## src/rtl/burst_strobe_pkg.sv

```systemverilog
`timescale 1ns/1ps
package burst_strobe_pkg;

  typedef enum logic [1:0] {
    PH_IDLE = 2'd0,
    PH_ACC  = 2'd1,
    PH_PRE  = 2'd2
  } phase_t;

  // A programmed length of zero is taken as a single clock.
  function automatic int eff_len(input int field);
    return (field == 0) ? 1 : field;
  endfunction

  // Number of whole core clocks CAS stays released between accesses.
  // A half-clock read gap still occupies one core clock; the retiming
  // stage trims it.
  function automatic int pre_len(input logic wr, input logic wr_two);
    return wr ? (wr_two ? 2 : 1) : 1;
  endfunction

endpackage

```

## src/rtl/bsg_sequencer.sv

```systemverilog
`timescale 1ns/1ps
module bsg_sequencer
  import burst_strobe_pkg::*;
#(
  parameter int LEN_W = 3
) (
  input  logic             clk,
  input  logic             rst_n,
  input  logic             start,
  input  logic             is_write,
  input  logic             burst_req,
  input  logic [LEN_W-1:0] cfg_open_len,
  input  logic [LEN_W-1:0] cfg_burst_len,
  input  logic             cfg_rd_half,
  input  logic             cfg_wr_two,
  output logic             cas_core_n,
  output logic             ack_core,
  output logic             done_core,
  output logic             hold_core,
  output logic             acc_end
);

  localparam logic [LEN_W-1:0] ONE = LEN_W'(1);

  phase_t           st_q, st_d;
  logic [LEN_W-1:0] cnt_q, cnt_d;
  logic             first_q, first_d;
  logic             wr_q, wr_d;
  logic [LEN_W-1:0] len_cur, len_nxt, gap_len;
  logic             pre_end;

  assign len_cur = LEN_W'(eff_len(first_q ? int'(cfg_open_len) : int'(cfg_burst_len)));
  assign len_nxt = LEN_W'(eff_len(first_d ? int'(cfg_open_len) : int'(cfg_burst_len)));
  assign gap_len = LEN_W'(pre_len(wr_q, cfg_wr_two));

  assign acc_end = (st_q == PH_ACC) && (cnt_q == len_cur);
  assign pre_end = (st_q == PH_PRE) && (cnt_q == gap_len);

  always_comb begin
    st_d    = st_q;
    cnt_d   = cnt_q;
    first_d = first_q;
    wr_d    = wr_q;
    case (st_q)
      PH_IDLE: begin
        if (start) begin
          st_d    = PH_ACC;
          cnt_d   = ONE;
          first_d = 1'b1;
          wr_d    = is_write;
        end
      end
      PH_ACC: begin
        if (acc_end) begin
          if (burst_req) begin
            st_d  = PH_PRE;
            cnt_d = ONE;
          end else begin
            st_d = PH_IDLE;
          end
        end else begin
          cnt_d = cnt_q + ONE;
        end
      end
      PH_PRE: begin
        if (pre_end) begin
          st_d    = PH_ACC;
          cnt_d   = ONE;
          first_d = 1'b0;
        end else begin
          cnt_d = cnt_q + ONE;
        end
      end
      default: st_d = PH_IDLE;
    endcase
  end

  always_ff @(posedge clk or negedge rst_n) begin
    if (!rst_n) begin
      st_q       <= PH_IDLE;
      cnt_q      <= '0;
      first_q    <= 1'b0;
      wr_q       <= 1'b0;
      cas_core_n <= 1'b1;
      ack_core   <= 1'b0;
      done_core  <= 1'b0;
      hold_core  <= 1'b0;
    end else begin
      st_q       <= st_d;
      cnt_q      <= cnt_d;
      first_q    <= first_d;
      wr_q       <= wr_d;
      cas_core_n <= (st_d != PH_ACC);
      ack_core   <= (st_d == PH_ACC) && (cnt_d == len_nxt);
      done_core  <= acc_end && !burst_req;
      hold_core  <= (st_d == PH_PRE) && (cnt_d == ONE) && !wr_d && cfg_rd_half;
    end
  end

endmodule

```

## src/rtl/bsg_edge_out.sv

```systemverilog
`timescale 1ns/1ps
module bsg_edge_out (
  input  logic clk,
  input  logic rst_n,
  input  logic fall_sel,
  input  logic cas_core_n,
  input  logic hold_core,
  input  logic ack_core,
  output logic cas_n,
  output logic ack
);

  logic cas_f, hold_f, ack_f;  // half-clock copies
  logic cas_r2;                // one-clock copy

  always_ff @(negedge clk or negedge rst_n) begin
    if (!rst_n) begin
      cas_f  <= 1'b1;
      hold_f <= 1'b0;
      ack_f  <= 1'b0;
    end else begin
      cas_f  <= cas_core_n;
      hold_f <= hold_core;
      ack_f  <= ack_core;
    end
  end

  always_ff @(posedge clk or negedge rst_n) begin
    if (!rst_n) cas_r2 <= 1'b1;
    else        cas_r2 <= cas_core_n;
  end

  // In a half-gap clock the strobe stays asserted for its first half,
  // which moves the release onto the opposite edge.
  always_comb begin
    if (fall_sel) begin
      cas_n = cas_f & (cas_r2 | ~hold_f);
      ack   = ack_f;
    end else begin
      cas_n = cas_core_n & (cas_f | ~hold_core);
      ack   = ack_core;
    end
  end

endmodule

```

## src/rtl/burst_strobe_gen.sv

```systemverilog
`timescale 1ns/1ps
module burst_strobe_gen
  import burst_strobe_pkg::*;
#(
  parameter int LEN_W = 3
) (
  input  logic             clk,
  input  logic             rst_n,
  input  logic             start,
  input  logic             is_write,
  input  logic             burst_req,
  input  logic [LEN_W-1:0] cfg_open_len,
  input  logic [LEN_W-1:0] cfg_burst_len,
  input  logic             cfg_rd_half,
  input  logic             cfg_wr_two,
  input  logic             cfg_fall_edge,
  output logic             cas_n,
  output logic             ack,
  output logic             done
);

  // Named internal events, also watched by the checker.
  logic core_cas_n;
  logic core_ack;
  logic core_done;
  logic core_hold;
  logic acc_end;

  bsg_sequencer #(.LEN_W(LEN_W)) u_seq (
    .clk          (clk),
    .rst_n        (rst_n),
    .start        (start),
    .is_write     (is_write),
    .burst_req    (burst_req),
    .cfg_open_len (cfg_open_len),
    .cfg_burst_len(cfg_burst_len),
    .cfg_rd_half  (cfg_rd_half),
    .cfg_wr_two   (cfg_wr_two),
    .cas_core_n   (core_cas_n),
    .ack_core     (core_ack),
    .done_core    (core_done),
    .hold_core    (core_hold),
    .acc_end      (acc_end)
  );

  bsg_edge_out u_edge (
    .clk       (clk),
    .rst_n     (rst_n),
    .fall_sel  (cfg_fall_edge),
    .cas_core_n(core_cas_n),
    .hold_core (core_hold),
    .ack_core  (core_ack),
    .cas_n     (cas_n),
    .ack       (ack)
  );

  assign done = core_done;

endmodule

```

## config.mk

```make
export PLATFORM = sky130hd
export DESIGN_NAME = burst_strobe_gen
export DESIGN_NICKNAME = d
export VERILOG_FILES = /design/src/rtl/burst_strobe_pkg.sv /design/src/rtl/bsg_sequencer.sv /design/src/rtl/bsg_edge_out.sv /design/src/rtl/burst_strobe_gen.sv
export SDC_FILE = /design/constraint.sdc
export NUM_CORES = 1
export LEC_CHECK = 0
export BUFFER_PORTS_ARGS = -buffer_cell sky130_fd_sc_hd__buf_4
export CAP_MARGIN = 20
export CORE_ASPECT_RATIO = 1.4
export CORE_MARGIN = 2
export CORE_UTILIZATION = 53
export CTS_CLUSTER_SIZE = 25
export DETAILED_ROUTE_END_ITERATION = 16
export PLACE_DENSITY = 0.88
export SLEW_MARGIN = 20
export SYNTH_ARGS = -nofsm -noshare
export SYNTH_HDL_FRONTEND = slang
export SYNTH_SLANG_ARGS = --single-unit
export TNS_END_PERCENT = 100
```

## constraint.sdc

```tcl
create_clock -name clk -period 4.05 [get_ports clk]
set_clock_uncertainty 0.1 [all_clocks]
set_input_delay 0.405 -clock clk [delete_from_list [all_inputs] [get_ports clk]]
set_output_delay 0.405 -clock clk [all_outputs]
set_load 0.005 [all_outputs]
```

==> metrics.md, run 1 <==
| Metric | Value |
|---|---|
| Status | finished clean |
| CTS tree | yes |
| Initial DRC count | 51 |
| RSZ-0062 raised after global routing | no |
| CP Class | reg -> out |
| Drt pass-1 iters | 4 |
| Cell family with most CP delay | flip-flops |
| PortBufs | 16 |
| Share of layout cells above drive strength 1 | 24.0% |
| Pins Over Slew Limit | 0 |
| Arr. time, crit path | 3230 ps |
| Placed cell count | 140 |
| Yosys warning total | 0 |
| CP dominant cell by count | o21ai_0 |
| Max Cap Viol | 0 |
| Starting Density | 57.2% |
| Die Area | 0.00229 sq mm |
| Post-Route Setup TNS | 0 ps |
| Number of diodes | 0 |
| Wire per inst | 15.4 microns |
| CP startpoint kind | register |
| Top_reg_cell synth | dfrtp_1 |
| Min-Delay Path Class | in -> reg |
| Non-filler cells, final | 145 |
| Commonest cells after routing, fill and taps aside | buf_4 (16), inv_1 (10), dfrtp_1 (10) |
| Crit Path Max Fanout | 2 |
| Hold Fails Final Rpt | 0 |
| Pwr Total | 0.000834 W |
| Post-Syn Instances | 108 |
| Gpl congestion | 0.917 |
| Leakage | 0.531 nW |
| I/O pin count | 17 |
| Cell variety after synth | 46 |
| Root Buffer | clkbuf_4 |
| Endpoint class of the critical path | output port |
| H-tree depth | 1 |
| Fin nets | 141 |
| Dpl cell area | 0.00113 sq mm |
| FF+latch count, synth | 15 |
| Ys async rst share | 100% |
| Buf/Inv on CP | 1 |
| Area grow syn2layout | 14.5% |
| Design Area, Final | 0.00117 sq mm |
| Mapped Area | 0.00102 sq mm |
| Drt total wl | 2230 microns |
| DR vias | 909 |
| DR DRC count | 0 |
| Total track usage | 23.7% |
| Area of the core | 0.00178 sq mm |
| Antenna-violating nets left | 0 |
| Die W | 41.1 microns |
| Bufs on Longest Clock Path | 2 |
| Hpwl dp | 1770 microns |
| Initial antenna violation count | 0 |
| TritonCTS Buffers | 3 |
| Worst stage delay on the critical path | 520 ps |
| Clk sink count | 15 |
| Pwr dens | 715 mW/mm^2 |
| Syn_nets | 123 |
| Mapped Avg Cell Area | 9.43 sq um |
| Slew @ Worst Pin | 513 ps |
| Critical Path RT | 3540 ps |
| Fin Hold WS | 231 ps |
| Max_slew headroom | 65.4% |
| Vias per inst | 6.27 |
| CP max-delay cell | dfstp_2 |
| Die height | 55.9 microns |
| Max rail drop VDD | 404 uV |
| Most common cell after layout, fill and taps aside | buf_4 |
| Final setup fails | 0 |
| GRT overflow | 0 |
| First-pass GRT wire length | 3800 microns |
| Largest net degree at the start of global routing | 16 |
| EDFF count, synth | 0 |
| Vias in the first global route | 919 |
| Clock transition at the registers of the reported paths | 80 ps |
| Crit-path cells | o21ai_0 > o21ai_0 > buf_4 |
| Worst-skew pair later-pin latency | 280 ps |
| Seq/Total Area, Yosys | 37.2% |
| Std-Cell Rows | 18 |
-- what timing repair did --
item                                    in CTS  in global routing
hold endpoints to repair                    10                  0
gates resized for setup                      0                  0
setup buffers                                0                  0
hold buffers                                 1                  0
endpoints found under the setup margin       0                  0
-- cell usage after synthesis, drive strengths merged, types with 2 or more instances --
master	number	area share [%]
nand4b	2	1.7
a211o	2	1.7
mux2	2	2.2
nor4	4	3.1
dfstp	3	7.7
inv	10	3.7
or2	2	1.2
o21a	2	1.5
o31ai	2	1.5
nand2	6	2.2
dfrtn	2	4.9
a21oi	2	0.98
xnor2	5	4.3
nor2	5	1.8
a31oi	3	3.3
clkbuf	2	1.7
nand3	3	1.5
buf	2	1.6
nor3	6	2.9
o21bai	2	1.5
mux2i	6	5.9
dfrtp	10	25
or3	3	2.3
o21ai	7	3.8
-- sequential cells by signal, summed over array words and instances (netlist names) --
register,flops
u_seq.cnt_q,3
u_seq.st_q,2
u_edge.ack_f,1
u_edge.cas_f,1
u_edge.cas_r2,1
u_edge.hold_f,1
u_seq.ack_core,1
u_seq.cas_core_n,1
u_seq.done_core,1
u_seq.first_q,1
u_seq.hold_core,1
u_seq.wr_q,1
-- final timing paths --
path,startpoint,to,slack [ps],cells past startpoint
max in group asynchronous,rst_n,u_edge.cas_f$_DFF_NN1_,1230,2
hold / removal,burst_req,u_seq.done_core$_DFF_PN0_,230,2
hold reg to reg,u_seq.cas_core_n$_DFF_PN1_,u_edge.cas_r2$_DFF_PN1_,280,0
setup / recovery,u_edge.cas_f$_DFF_NN1_,cas_n,320,3
setup reg to reg,u_seq.cas_core_n$_DFF_PN1_,u_edge.cas_f$_DFF_NN1_,1380,0
min in group asynchronous,rst_n,u_seq.done_core$_DFF_PN0_,400,2
-- area by class of cell --
cell class              count  area [sq um]
clock inverters             1          3.75
inverters                   9          33.8
well taps                  20          25.0
fillers                   155           613
multi-input cells          79           568
clock buffers               4          26.3
repair buffers             17           130
flip-flops and latches     15           379
-- power breakdown --
group	internal (W)	leakage (nW)	switching (W)
registers	0.000214	0.183	0.0000882
logic	0.000201	0.328	0.000245
clock network	0.0000395	0.0203	0.0000458
-- layer usage --
metal	part of all wire (%)	global-route usage, %
met5	0	0
met4	0.94	14.3
met3	7.3	4.00
met1	36	27.1
met2	55	37.9
-- cell families after synthesis --
logic type      count (synthesis)  synth area share (%)
compound gates                 31                  23.3
simple gates                   34                  18.8
mux                             8                  8.11
buf+inv                        14                  7.00
fa+ha+maj                       1                  1.23
flops                          15                  37.2
xor+xnor                        5                  4.30
-- stage by stage --
stage	worst slack (ps)	util, %
after floorplan	783	-
after global placement	697	63.5
after detailed placement	649	63.5
after CTS	292	65.5
after global routing	212	65.5
final	315	65.5
(Power assumes the default switching activity.)
==> inputs of run 2 (changes only) <==
--- a/config.mk
+++ b/config.mk
@@ -13,6 +13,7 @@
 export CTS_CLUSTER_SIZE = 25
 export DETAILED_ROUTE_END_ITERATION = 16
 export PLACE_DENSITY = 0.88
+export RECOVER_POWER = 100
 export SLEW_MARGIN = 20
 export SYNTH_ARGS = -nofsm -noshare
 export SYNTH_HDL_FRONTEND = slang
==> metrics.md, run 2 (synthesized netlist as in run 1, its figures left out) <==
| Metric | Value |
|---|---|
| I/O pin count | 17 (unchanged) |
| Endpoint class of the critical path | output port (unchanged) |
| Cell family with most CP delay | flip-flops (unchanged) |
| Worst stage delay on the critical path | 520 ps (about the same) |
| Placed cell count | 140 (unchanged) |
| Hpwl dp | 1770 microns (unchanged) |
| Root Buffer | clkbuf_4 (unchanged) |
| CP max-delay cell | dfstp_2 (unchanged) |
| Critical Path RT | 3540 ps (about the same) |
| Final setup margin | 313 ps (was 315 ps) |
| Status | finished clean (unchanged) |
| Total track usage | 23.7% (unchanged) |
| Area grow syn2layout | 12.7% (was 14.5%) |
| Post-Route Setup TNS | 0 ps (unchanged) |
| RSZ-0062 raised after global routing | no (unchanged) |
| GRT overflow | 0 (unchanged) |
| PortBufs | 16 (unchanged) |
| Wire per inst | 15.6 microns (was 15.4 microns) |
| DR vias | 897 (was 909) |
| Die W | 41.1 microns (unchanged) |
| CTS tree | yes (unchanged) |
| Share of layout cells above drive strength 1 | 20.8% (was 24.0%) |
| TritonCTS Buffers | 3 (unchanged) |
| Gate power share | 52.3% (was 53.5%) |
| Bufs on Longest Clock Path | 2 (unchanged) |
| Die height | 55.9 microns (unchanged) |
| Leakage | 0.524 nW (was 0.531 nW) |
| Clock transition at the registers of the reported paths | 80 ps (about the same) |
| Switching power | 0.000371 W (was 0.000379 W) |
| Fillcell total | 159 (was 155) |
| Number of diodes | 0 (unchanged) |
| Vias per inst | 6.19 (was 6.27) |
| Non-filler cells, final | 145 (unchanged) |
| Max rail drop VDD | 390 uV (was 404 uV) |
| Worst-skew pair later-pin latency | 280 ps (about the same) |
| Reg with most FFs | u_seq.cnt_q (unchanged) |
| Min-Delay Path Class | in -> reg (unchanged) |
| CP Class | reg -> out (unchanged) |
| Drt pass-1 iters | 4 (unchanged) |
| Number of flip-flops in the largest register | 3 (unchanged) |
| Design Area, Final | 0.00115 sq mm (was 0.00117 sq mm) |
| Initial DRC count | 42 (was 51) |
| Max Cap Viol | 0 (unchanged) |
| Initial antenna violation count | 0 (unchanged) |
| Max_slew headroom | 51.0% (was 65.4%) |
| Crit Path Max Fanout | 2 (unchanged) |
| Area of the core | 0.00178 sq mm (unchanged) |
| Die Area | 0.00229 sq mm (unchanged) |
| Clk sink count | 15 (unchanged) |
| Antenna-violating nets left | 0 (unchanged) |
| Pre-CTS setup slack | 649 ps (unchanged) |
| Net Sw Frac | 45.7% (was 45.4%) |
| Pins Over Slew Limit | 0 (unchanged) |
| Largest regs | u_seq.cnt_q: 3 flops, u_seq.st_q: 2 flops (unchanged) |
| Seq pwr share | 37.1% (was 36.3%) |
| Pint | 0.000441 W (was 0.000455 W) |
| Drt total wl | 2260 microns (was 2230 microns) |
| Largest net degree at the start of global routing | 16 (unchanged) |
| Gpl congestion | 0.917 (unchanged) |
| CP dominant cell by count | o21ai_0 (unchanged) |
| Crit-path cells | o21ai_0 > o21ai_0 > buf_4 (unchanged) |
| Vias in the first global route | 919 (unchanged) |
| Multi-input combinational cell area | 553 sq um (was 568 sq um) |
| Slew @ Worst Pin | 735 ps (was 513 ps) |
| Most common cell after layout, fill and taps aside | buf_4 (unchanged) |
| FF/Latch Area | 379 sq um (unchanged) |
| Final setup fails | 0 (unchanged) |
| Pwr dens | 708 mW/mm^2 (was 715 mW/mm^2) |
| Dpl cell area | 0.00113 sq mm (unchanged) |
| Clk pwr share | 10.6% (was 10.2%) |
| Hold Fails Final Rpt | 0 (unchanged) |
| Buf/Inv on CP | 1 (unchanged) |
| CP startpoint kind | register (unchanged) |
| H-tree depth | 1 (unchanged) |
| Arr. time, crit path | 3230 ps (about the same) |
| Std-Cell Rows | 18 (unchanged) |
| First-pass GRT wire length | 3800 microns (unchanged) |
| Fin nets | 141 (unchanged) |
| DR DRC count | 0 (unchanged) |
| Commonest cells after routing, fill and taps aside | buf_4 (13), inv_1 (10), dfrtp_1 (10) (was buf_4 (16), inv_1 (10), dfrtp_1 (10)) |
| Starting Density | 57.2% (unchanged) |
| Post-cts repair resize count | 0 (unchanged) |
## run 2: changes by cell type in the layout (fill, tap and decap cells not counted)
cell and change:
dfstp_2 -1, a31oi_4 -1, mux2_1 +1, clkbuf_1 +1
buf_4 -3, or2_1 -1, clkbuf_4 +2, dfstp_1 +1
a31oi_1 +1, or2_0 +1, mux2_2 -1
## run 2: cell type report
type | count | area share [%]
sequential | 15 | 33.0
clock buffer | 4 | 2.29
clock inverter | 1 | 0.327
inverter | 9 | 2.94
tap | 20 | 2.18
multi-input combinational | 79 | 48.2
timing repair buffer | 17 | 11.0
## run 2: path summary, 6_finish.rpt
kind / depth (start not counted) / slack (ps) / endpoint / start
max in group asynchronous: 2 / 860 / u_edge.hold_f$_DFF_NN0_ / rst_n
max: 3 / 310 / cas_n / u_edge.cas_f$_DFF_NN1_
min reg2reg: 0 / 290 / u_edge.cas_r2$_DFF_PN1_ / u_seq.cas_core_n$_DFF_PN1_
max reg2reg: 0 / 1370 / u_edge.cas_f$_DFF_NN1_ / u_seq.cas_core_n$_DFF_PN1_
min in group asynchronous: 2 / 590 / u_seq.wr_q$_DFF_PN0_ / rst_n
min: 2 / 220 / u_seq.done_core$_DFF_PN0_ / burst_req
## run 2: power by group through the flow
stage,clock network [W],registers [W],logic [W]
after floorplan,0.00000309,0.000255,0.000397
after global placement,0.00000309,0.000297,0.000428
after detailed placement,0.00000309,0.000304,0.000440
after CTS,0.0000876,0.000300,0.000441
after global routing,0.0000979,0.000309,0.000469
final,0.0000857,0.000301,0.000425
## run 2: layer usage
layer	global-route usage, %	vias up	share of wire [%]	wire, microns
li1	-	435	-	-
met1	27.1	419	38	852
met2	37.9	41	56	1260
met3	4.00	2	5.5	124
met4	14.3	0	0.93	21
met5	0	-	0	0
## run 2: repair_timing
action                                 in CTS  in global routing
hold buffers                                1                  0
endpoints found under the hold margin      10                  0
setup buffers                               0                  0
setup endpoints to repair                   0                  0
## run 2: per-stage QoR
| stage | hold slack, ps | total power, W | util, % |
|---|---|---|---|
| 2_1_floorplan | 9.41 | 0.000656 | - |
| 3_3_place_gp | 156 | 0.000728 | 63.5 |
| 3_5_place_dp | 161 | 0.000746 | 63.5 |
| 4_1_cts | 209 | 0.000829 | 65.5 |
| 5_1_grt | 214 | 0.000876 | 64.5 |
| 6_report | 219 | 0.000812 | 64.5 |
